### config.mk
export PLATFORM = sky130hd
export DESIGN_NAME = fsv_arith
export DESIGN_NICKNAME = d
export VERILOG_FILES = /design/src/rtl/fsv_pkg.sv /design/src/rtl/fsv_unpack.sv /design/src/rtl/fsv_alu.sv /design/src/rtl/fsv_pack.sv /design/src/rtl/fsv_arith.sv
export SDC_FILE = /design/constraint.sdc
export NUM_CORES = 1
export LEC_CHECK = 0
export ABC_AREA = 1
export BUFFER_PORTS_ARGS = -buffer_cell sky130_fd_sc_hd__buf_2
export CORE_UTILIZATION = 40
export CTS_BUF_LIST = sky130_fd_sc_hd__clkbuf_4 sky130_fd_sc_hd__clkbuf_8
export DETAILED_ROUTE_END_ITERATION = 16
export PLACE_DENSITY = 0.64
export SYNTH_ARGS = -nofsm -noshare
export SYNTH_HDL_FRONTEND = slang
export SYNTH_SLANG_ARGS = --single-unit
### constraint.sdc
create_clock -name clk -period 12.3 [get_ports clk]
set_clock_uncertainty 0.15 [all_clocks]
set_input_delay 3.075 -clock clk [delete_from_list [all_inputs] [get_ports clk]]
set_output_delay 3.075 -clock clk [all_outputs]
set_load 0.02 [all_outputs]
### src/rtl/fsv_pkg.sv
// Shared types for the four-state arithmetic unit.
// Assumes the two-bit bit code: 00=0, 01=1, 10=z, 11=x.
package fsv_pkg;
    typedef enum logic [1:0] {
        FSV_ADD = 2'b00,
        FSV_SUB = 2'b01,
        FSV_MUL = 2'b10,
        FSV_RSV = 2'b11
    } fsv_op_e;

    localparam logic [1:0] CODE_X = 2'b11;
endpackage

### src/rtl/fsv_unpack.sv
// Splits a four-state coded vector into its binary value bits and one
// flag that is set when any bit is z or x.
// Assumes: the upper bit of each code pair marks a z or x bit.
module fsv_unpack #(
    parameter int W = 32
) (
    input  logic [2*W-1:0] code,
    output logic [W-1:0]   val,
    output logic           unk
);
    logic [W-1:0] flag;

    // One slice for each bit: the value bit and the unknown marker.
    for (genvar i = 0; i < W; i++) begin : g_bit
        assign val[i]  = code[2*i];
        assign flag[i] = code[2*i+1];
    end

    // Any marked bit poisons the whole vector.
    assign unk = |flag;
endmodule

### src/rtl/fsv_alu.sv
// Binary add, subtract and multiply at width W. Carry and upper product
// bits are dropped.
// Assumes: the operands are already free of z and x.
module fsv_alu
    import fsv_pkg::*;
#(
    parameter int W = 32
) (
    input  fsv_op_e      op,
    input  logic [W-1:0] a,
    input  logic [W-1:0] b,
    output logic [W-1:0] y
);
    logic           inv_b;
    logic [W-1:0]   b_add;
    logic [W-1:0]   sum;
    logic [W-1:0]   prod;

    // Subtract is an add of the inverted right operand with carry-in one.
    assign inv_b = (op == FSV_SUB);
    assign b_add = inv_b ? ~b : b;
    assign sum   = a + b_add + {{(W-1){1'b0}}, inv_b};
    assign prod  = a * b;

    // Result select.
    always_comb begin
        case (op)
            FSV_MUL: y = prod;
            default: y = sum;
        endcase
    end
endmodule

### src/rtl/fsv_pack.sv
// Turns a binary vector back into four-state codes. When poison is set,
// every bit is forced to x.
// Assumes: val carries no unknowns.
module fsv_pack
    import fsv_pkg::*;
#(
    parameter int W = 32
) (
    input  logic [W-1:0]   val,
    input  logic           poison,
    output logic [2*W-1:0] code
);
    // One code pair for each bit.
    for (genvar i = 0; i < W; i++) begin : g_bit
        assign code[2*i+1 -: 2] = poison ? CODE_X : {1'b0, val[i]};
    end
endmodule

### src/rtl/fsv_arith.sv
// Four-state vector arithmetic unit. It decodes both operands, swaps in a
// zero-extended immediate when asked, computes add, subtract or multiply,
// poisons the result to x on any z or x input, and registers the result
// with a one-cycle done strobe.
// Assumes: a synchronous active-low reset and IMM_W no larger than W.
module fsv_arith
    import fsv_pkg::*;
#(
    parameter int W     = 32,
    parameter int IMM_W = 16
) (
    input  logic             clk,
    input  logic             rst_n,
    input  logic             start,
    input  logic [1:0]       op_sel,
    input  logic             use_imm,
    input  logic [2*W-1:0]   lhs_in,
    input  logic [2*W-1:0]   rhs_in,
    input  logic [IMM_W-1:0] imm,
    output logic [2*W-1:0]   res_out,
    output logic             done
);
    localparam int CW = 2 * W;

    fsv_op_e        op_e;
    logic [W-1:0]   lhs_val, rhs_val, imm_ext, b_val, y_val;
    logic           lhs_unk, rhs_unk, poison;
    logic [CW-1:0]  next_code;
    logic [CW-1:0]  hi_mask;

    assign op_e = fsv_op_e'(op_sel);

    fsv_unpack #(.W(W)) u_lhs (.code(lhs_in), .val(lhs_val), .unk(lhs_unk));
    fsv_unpack #(.W(W)) u_rhs (.code(rhs_in), .val(rhs_val), .unk(rhs_unk));

    // Zero-extend the immediate to the operand width.
    if (W > IMM_W) begin : g_ext
        assign imm_ext = {{(W-IMM_W){1'b0}}, imm};
    end else begin : g_noext
        assign imm_ext = imm[W-1:0];
    end

    // Choose the right operand. rhs flags only matter when it is used.
    assign b_val  = use_imm ? imm_ext : rhs_val;
    assign poison = lhs_unk | (rhs_unk & ~use_imm) | (op_e == FSV_RSV);

    fsv_alu #(.W(W)) u_alu (.op(op_e), .a(lhs_val), .b(b_val), .y(y_val));

    fsv_pack #(.W(W)) u_pack (.val(y_val), .poison(poison), .code(next_code));

    // Result register and done strobe.
    always_ff @(posedge clk) begin
        if (!rst_n) begin
            res_out <= '0;
            done    <= 1'b0;
        end else begin
            done <= start;
            if (start) res_out <= next_code;
        end
    end

    // Mask of the upper bit of every code pair.
    for (genvar i = 0; i < W; i++) begin : g_mask
        assign hi_mask[2*i+1 -: 2] = 2'b10;
    end

    AST_DONE_AFTER_START: assert property (@(posedge clk) disable iff (!rst_n) start |=> done);
    AST_NO_IDLE_DONE: assert property (@(posedge clk) disable iff (!rst_n) !start |=> !done);
    AST_HOLD_IDLE: assert property (@(posedge clk) disable iff (!rst_n) !start |=> $stable(res_out));
    AST_LHS_POISON: assert property (@(posedge clk) disable iff (!rst_n) (start && lhs_unk) |=> (res_out == '1));
    AST_RSV_ALL_X: assert property (@(posedge clk) disable iff (!rst_n) (start && op_sel == 2'b11) |=> (res_out == '1));
    AST_IMM_CLEAN: assert property (@(posedge clk) disable iff (!rst_n) (start && use_imm && !lhs_unk && op_sel != 2'b11) |=> ((res_out & hi_mask) == '0));
endmodule

# Word-level counts from Yosys, hierarchy flattened
# Index checks and enable logic that the tools add are counted.
# totals
word_cells	50
inputBits	150
out_inout_bits	65
reg_bits	65
# op_classes
n_eq_ne	3
bitwise_logic	5
addsub	2
reduce_logical	2
multipliers	1
n_mux	35
# ops
op	count
$mux 32	3
$mux 2	32
$reduce_or 32->1	2
$add 32x1->32	1
$add 32x32->32	1
$mul 32x32->32	1
$not 32->32	1
$eq 2x2->1 const B	2
$eq 2x1->1 const B	1
$or 1x1->1	2
$and 1x1->1	1
$not 1->1	1

# Longest topological paths before layout
# Gate-level depths: netlist (run 1).
# logic_depth
depth_word	7
ltp_mapped	39
depth_no_buf	35

# Modules after synthesis
# Synthesis (run 1) repeated with hierarchy kept, for this count alone.
# hier_totals
cells_unflattened	3487
area_unflattened_um2	23563.8
# by_module_without_submodules
module	cells_per_inst	seq_area_each_um2	area_each_um2	n_inst
fsv_alu	2736	0.0	19214.7	1
fsv_arith	497	1301.2	2987.9	1
fsv_unpack	77	0.0	419.2	2
fsv_pack	100	0.0	523.0	1

# Least setup slack after synthesis (run 1)
# OpenSTA, ideal clock, no wires.
# synth_path
path_kind	input port to flip-flop
from	input use_imm
to	register res_out[58]
t_arrival_ns	9.840
slack_ns	2.201
path_buffers	4
cell_stages	33
required_ns	12.041
setup_time_ns	0.109
path_cell_list	buf_6 > inv_8 > buf_12 > nand2_1 > nand2_1 > clkbuf_1 > clkinv_1 > clkbuf_1 > nand2_1 > fa_1 > fa_1 > fa_1 > fa_1 > fa_1 > inv_1 > fa_1 > inv_1 > fa_1 > fa_1 > inv_1 > ha_1 > nand2_1 > nor2_1 > nand2_1 > a31o_2 > nand3_1 > a21oi_1 > o21ai_0 > a21oi_1 > o21ai_0 > nand3_1 > nand2_1 > inv_1
# synth_between
elab_chain_len	7
elab_cells_between_ends	12
cone_classes	add/sub (2); mul (1); mux (4); bitwise (5)
# synth_rtl
element	line	rtl
start, declared	fsv_arith.sv:16	input logic use_imm,
$mux 32	fsv_arith.sv:44	assign b_val = use_imm ? imm_ext : rhs_val;
$not 32->32	fsv_alu.sv:21	assign b_add = inv_b ? ~b : b;
$mux 32	fsv_alu.sv:21	
$add 32x32->32	fsv_alu.sv:22	assign sum = a + b_add + {{(W-1){1'b0}}, inv_b};
$add 32x1->32	fsv_alu.sv:22	
$mux 32	fsv_alu.sv:27	case (op)
$mux 2 (*)	fsv_pack.sv:15	assign code[2*i+1 -: 2] = poison ? CODE_X : {1'b0, val[i]};
end signal, assigned	fsv_arith.sv:58	if (start) res_out <= next_code;
end, declared	fsv_arith.sv:20	output logic [2*W-1:0] res_out,
# Mark *: on every way between the ends. The rest lies on a longest branch, timed or not.
# A chain may end at the register's enable or synchronous reset.

# Worst setup path after layout (run 1)
# layout_path
from	input use_imm
to	register res_out[56]
# The elaborated chain is that of the path after synthesis.

==> impl_metrics.ini, run 1 <==
[outcome]
run_status = finished clean

[route]
num_vias = 17800
dr.pass1.iters = 6
wl_um = 67600
via_per_inst = 5.33
met3_length_um = 4850
routed.top_layer = met4
wl_per_cell_um = 20.2
drt-met1-wl_um = 28000
met2_length_um = 32300
drtIter0Drc = 1366
final_antenna_net_count = 0
drc_errors = 0

[yosys]
synth-compound-area-share_pct = 7.48
synthSimpleGateAreaFrac_pct = 21.8
synthCells = 2563
synth_xor_area_share_pct = 3.29
yosysTopAreaCell = fa_1
synth_top_area_share_pct = 41.6
synth_nets = 3276
synthMuxAreaShare_pct = 0
netlist_area_um2 = 19700
synth-seq-area-share_pct = 3.46
synth.distinct_cells = 53
ys_seq_elements = 34
synth_top_family_by_area = adder cells
synthAdderAreaFrac_pct = 51.4
avgSynthCellArea_um2 = 7.68
yosysMostFrequentCell = nand2_1
async_reset_ff_share_pct = 0
synth_edf_count = 0
synthTopCellsByCount = 584 x nand2_1, 474 x inv_1, 409 x fa_1
synthTopCellsByArea = fa_1 42%, nand2_1 11%, ha_1 9.8%
synth_warnings = 0
synth-main-ff-cell = dfxtp_1

[grt]
grt_pass1_wl_um = 106000
antenna_found_initial = 0
globalRouteOverflowTotal = 0
grt_max_degree = 38
first_global_vias = 19000
grt.total_usage_pct = 27.8

[min_path]
min_to = res_out[32]$_SDFFE_PN0P_
whs_path_depth = 2
min-delay-start = res_out[32]$_SDFFE_PN0P_
hold_class = reg -> reg

[clocking]
cts.sinks = 34
cts_root_buf = clkbuf_8
hold_buffers = 0
cts.repair.resized = 0
htreeDepth = 2
cts_max_path_buffers = 2
cts_buffers = 5
clkTransAtPathRegs_ns = 0.08
cts_tree = built
insertion_delay_ns = 0.30
cts_setup_buffers = 0

[timing]
fin_hold_ws_ns = 0.334
max_freq_mhz = 87.6
period_minus_slack_ns = 11.41
rsz0062_at_grt = false
setup_tns_ns = 0
setup_viol = 0
period_share_pct = 92.8
relSlewSlack_pct = 42.2
worst_pin_slew_ns = 0.868
final-max-slew-violation-count = 0
final_hold_viol_count = 0

[setup_path]
worst-path-max-fanout = 35
arrival_ns = 11.46
worst_path_most_repeated_cell = fa_1
critical-path-slowest-cell = buf_2
critPathKind = in -> reg
crit_path_start_kind = input pin
reg2reg_from = res_out[61]$_SDFFE_PN0P_
slowest_delay_ns = 0.65
timing.rr.end = res_out[61]$_SDFFE_PN0P_
required_ns = 12.35
reg2reg_depth = 2
crit_path_end_kind = register
reg2reg_slack_ns = 11.04

[floorplanning]
ios = 215
rows = 80
die_w_um = 224
coreArea_um2 = 48100
die_area_um2 = 50100
die_y_um = 224
start_util_pct = 40.9

[place]
port_buffers = 214
dp_hpwl_um = 56800
gp_congestion = 0.935

[final_layout]
diodes = 0
syn_to_final_growth_pct = 7.89
multi_input_area_um2 = 16500
nFillCells = 4880
utilization_pct = 44.1
nets = 3400
regArea_um2 = 681
layout-drive-gt1-share_pct = 11.3

[run]
cap_violations = 0
==> stage by stage <==
stage               worst slack (ns)  area (µm²)  instances
global route                   0.481       21200       3344
finish                         0.889       21200       3344
CTS                            0.910       21200       3344
floorplan                       2.20       19700       2563
detailed placement             0.598       21100       3336
global placement               0.690       21100       3336
==> cell usage in the layout (no fill, tap or decap), types with 6 or more instances in the layout <==
cell type,n
nand2_1,584
nor4_1,19
nor2_1,264
dfxtp_1,34
clkbuf_8,6
o21ai_1,6
o21ai_0,79
ha_1,154
nand3_1,86
o211ai_1,9
clkinv_1,6
xor2_1,38
or2_2,9
nand2_2,13
xnor2_1,36
nor3_1,14
fa_1,409
inv_1,474
a21oi_1,95
nand4_1,15
buf_2,214
nand2_4,6
buf_4,18
a21o_1,6
o21bai_1,8
inv_2,10
o21a_1,6
a31oi_1,17
==> routing by layer <==
metal | up-vias | GRT usage, %
met2 | 835 | 47.5
met5 | - | 0
met4 | 0 | 8.73
met1 | 8871 | 37.1
met3 | 121 | 2.70
li1 | 7987 | -
==> worst max-delay path by stage <==
stage	slack [ns]	start	to	cells past startpoint
after floorplan	2.20	use_imm	res_out[58]$_SDFFE_PN0P_	33
after global placement	0.69	use_imm	res_out[56]$_SDFFE_PN0P_	31
after detailed placement	0.60	use_imm	res_out[56]$_SDFFE_PN0P_	30
after CTS	0.91	use_imm	res_out[56]$_SDFFE_PN0P_	30
after global routing	0.48	use_imm	res_out[56]$_SDFFE_PN0P_	30
final	0.89	use_imm	res_out[56]$_SDFFE_PN0P_	30
==> critical path: cells and delay by family <==
kind | cells | cell delay [ns]
buffers and inverters | 7 | 1.70
and+or+nand+nor | 9 | 1.16
AOI/OAI and AO/OA | 5 | 1.20
adders and majority gates | 9 | 4.28
==> cell type report <==
type	count	area share [%]
Inverter	492	8.74
Clock inverter	2	0.283
Timing Repair Buffer	232	5.68
Tap cell	656	3.86
Clock buffer	6	0.389
Multi-Input combinational cell	1922	77.8
Sequential cell	34	3.20
==> flip-flops by register name, indices dropped and copies added, names as in the netlist <==
register	flops
done	1
res_out	33
==> cells by family (layout without fill, tap and decap cells) <==
group | after synthesis | after routing
xor+xnor | 74 | 74
fa+ha+maj | 563 | 563
buf+inv | 607 | 732
simple gates | 1033 | 1033
flops | 34 | 34
compound gates | 252 | 252
Power of run 1 is left out: the tool's default activity adds up to more than one toggle a clock period on the data nets, which glitch-free logic cannot reach.
==> run 2, diff against run 1 <==
--- a/config.mk
+++ b/config.mk
@@ -10,7 +10,8 @@
 export CORE_UTILIZATION = 40
 export CTS_BUF_LIST = sky130_fd_sc_hd__clkbuf_4 sky130_fd_sc_hd__clkbuf_8
 export DETAILED_ROUTE_END_ITERATION = 16
-export PLACE_DENSITY = 0.64
+export PLACE_DENSITY = 0.62
 export SYNTH_ARGS = -nofsm -noshare
 export SYNTH_HDL_FRONTEND = slang
+export SYNTH_HIERARCHICAL = 1
 export SYNTH_SLANG_ARGS = --single-unit
==> run 2 against run 1 <==
Flip-flop and latch count increased by 31. Hold slack got worse by 0.016 ns. Critical path depth increased by 7. Largest cell class unchanged. First-iteration DRC count increased by 18%. Non-clock buffer count increased by 13. Highest routed layer is now met5. Critical path type unchanged. Setup slack improved by 0.47 ns. Cell count increased by 28%.
==> impl_metrics.ini, run 2 <==
[setup_path]
critical-path-slowest-cell = fa_1
crit_path_start_kind = input pin
reg2reg_from = res_out[44]$_SDFFE_PN0P_
worst-path-max-fanout = 33
arrival_ns = 11.07
slowest_delay_ns = 0.54
critPathKind = in -> reg
reg2reg_slack_ns = 11.55
timing.rr.end = res_out[44]$_SDFFE_PN0P_
reg2reg_depth = 2
required_ns = 12.43
worst_path_most_repeated_cell = nand2_1
crit_path_end_kind = register
startpoint = use_imm

[clocking]
insertion_delay_ns = 0.33
cts_buffers = 9
cts.repair.resized = 0
cts_root_buf = clkbuf_8
hold_buffers = 0
cts_tree = built
clkTransAtPathRegs_ns = 0.08
cts.sinks = 65
htreeDepth = 3
cts_max_path_buffers = 2
cts_setup_buffers = 0

[final_layout]
largest_reg_flops = 64
syn_to_final_growth_pct = 4.52
nets = 4212
nFillCells = 6176
largestRegisters = res_out: 64 flops, done: 1 flops
final_common_cell = nand2_1
layout-drive-gt1-share_pct = 8.22
regMostFlops = res_out
fin_cells = 4270
final_cell_mix = 1,042 x nand2_1, 946 x inv_1, 409 x fa_1

[yosys]
synth.distinct_cells = 46
yosysMostFrequentCell = nand2_1
synth_nets = 4200
synth-main-ff-cell = dfxtp_1
synth-seq-area-share_pct = 5.52
synthCells = 3487
synth_edf_count = 0
yosysTopAreaCell = fa_1
async_reset_ff_share_pct = 0
netlist_area_um2 = 23600
synthTopCellsByArea = fa_1 35%, nand2_1 17%, inv_1 15%
synth_warnings = 6
ys_seq_elements = 65
synth_top_area_share_pct = 34.7
synthTopCellsByCount = 1,042 x nand2_1, 946 x inv_1, 409 x fa_1
avgSynthCellArea_um2 = 6.76

[route]
wl_um = 69700
via_per_inst = 4.77
drtIter0Drc = 1607
dr.pass1.iters = 5
final_antenna_net_count = 0
wl_per_cell_um = 16.3
drc_errors = 0
num_vias = 20400

[timing]
final-max-slew-violation-count = 0
rsz0062_at_grt = false
setup_viol = 0
period_share_pct = 88.9
relSlewSlack_pct = 29.1
max_freq_mhz = 91.4
setup_tns_ns = 0
period_minus_slack_ns = 10.94
final_hold_viol_count = 0
worst_pin_slew_ns = 1.06

[outcome]
run_status = finished clean

[grt]
antenna_found_initial = 4
grt_max_degree = 87
grt_pass1_wl_um = 111000
first_global_vias = 20300
globalRouteOverflowTotal = 0
grt.total_usage_pct = 23.7

[floorplanning]
coreArea_um2 = 57900
ios = 215
start_util_pct = 40.7
rows = 88
die_area_um2 = 59900
die_w_um = 245
die_y_um = 245

[min_path]
min-delay-start = res_out[54]$_SDFFE_PN0P_
min_to = res_out[54]$_SDFFE_PN0P_
whs_path_depth = 2
hold_class = reg -> reg

[place]
place_inst = 4253
gp_congestion = 0.968
dp_hpwl_um = 56200
port_buffers = 214

[run]
cap_violations = 0
==> run 2: cells by family after synthesis <==
logic type / synth area share (%)
flip-flops: 5.52
AND/OR/NAND/NOR: 23.2
adder cells (fa/ha/maj): 42.9
XOR/XNOR: 2.42
AO/OA/AOI/OAI: 4.87
buffers and inverters: 21.1
==> run 2: worst max-delay path, delay by kind of cell <==
| kind | cells | cell delay (ns) |
|---|---|---|
| buf+inv | 11 | 1.50 |
| simple gates | 16 | 1.97 |
| fa+ha+maj | 9 | 4.29 |
| xor+xnor | 1 | 0.20 |
==> run 2: worst max path at each step <==
stage / cells past startpoint / slack (ns) / end
detailed placement: 37 / 1.07 / res_out[52]$_SDFFE_PN0P_
global route: 37 / 0.82 / res_out[52]$_SDFFE_PN0P_
global placement: 34 / 1.12 / res_out[56]$_SDFFE_PN0P_
CTS: 37 / 1.43 / res_out[52]$_SDFFE_PN0P_
floorplan: 39 / 2.26 / res_out[52]$_SDFFE_PN0P_
finish: 37 / 1.36 / res_out[52]$_SDFFE_PN0P_
==> run 2: layout make-up <==
cell class | instances | area (µm²) | share of cell area [%]
Timing Repair Buffer | 245 | 1310 | 5.30
Inverter | 950 | 3570 | 14.5
Multi-Input combinational cell | 2228 | 17300 | 70.2
Sequential cell | 65 | 1300 | 5.28
Antenna cell | 1 | 2.50 | 0.0102
Clock inverter | 5 | 55.1 | 0.224
Clock buffer | 11 | 145 | 0.589
Tap cell | 765 | 957 | 3.89
==> run 2: stage by stage <==
step	hold WS, ns	util, %	setup WS (ns)	cell area [µm²]
2_1_floorplan	0.394	-	2.26	23600
3_3_place_gp	0.303	42.2	1.12	24400
3_5_place_dp	0.310	42.2	1.07	24400
4_1_cts	0.320	42.5	1.43	24600
5_1_grt	0.335	42.5	0.816	24600
6_report	0.318	42.5	1.36	24600
==> run 2: layer usage <==
layer / GRT usage [%] / part of all wire (%) / vias to the layer above
met5: 0 / 0.032 / -
met4: 6.62 / 3.0 / 4
met3: 3.80 / 6.8 / 115
met2: 39.8 / 47 / 712
met1: 31.4 / 43 / 9714
li1: - / - / 9829
Power of run 2 is left out for the same reason.
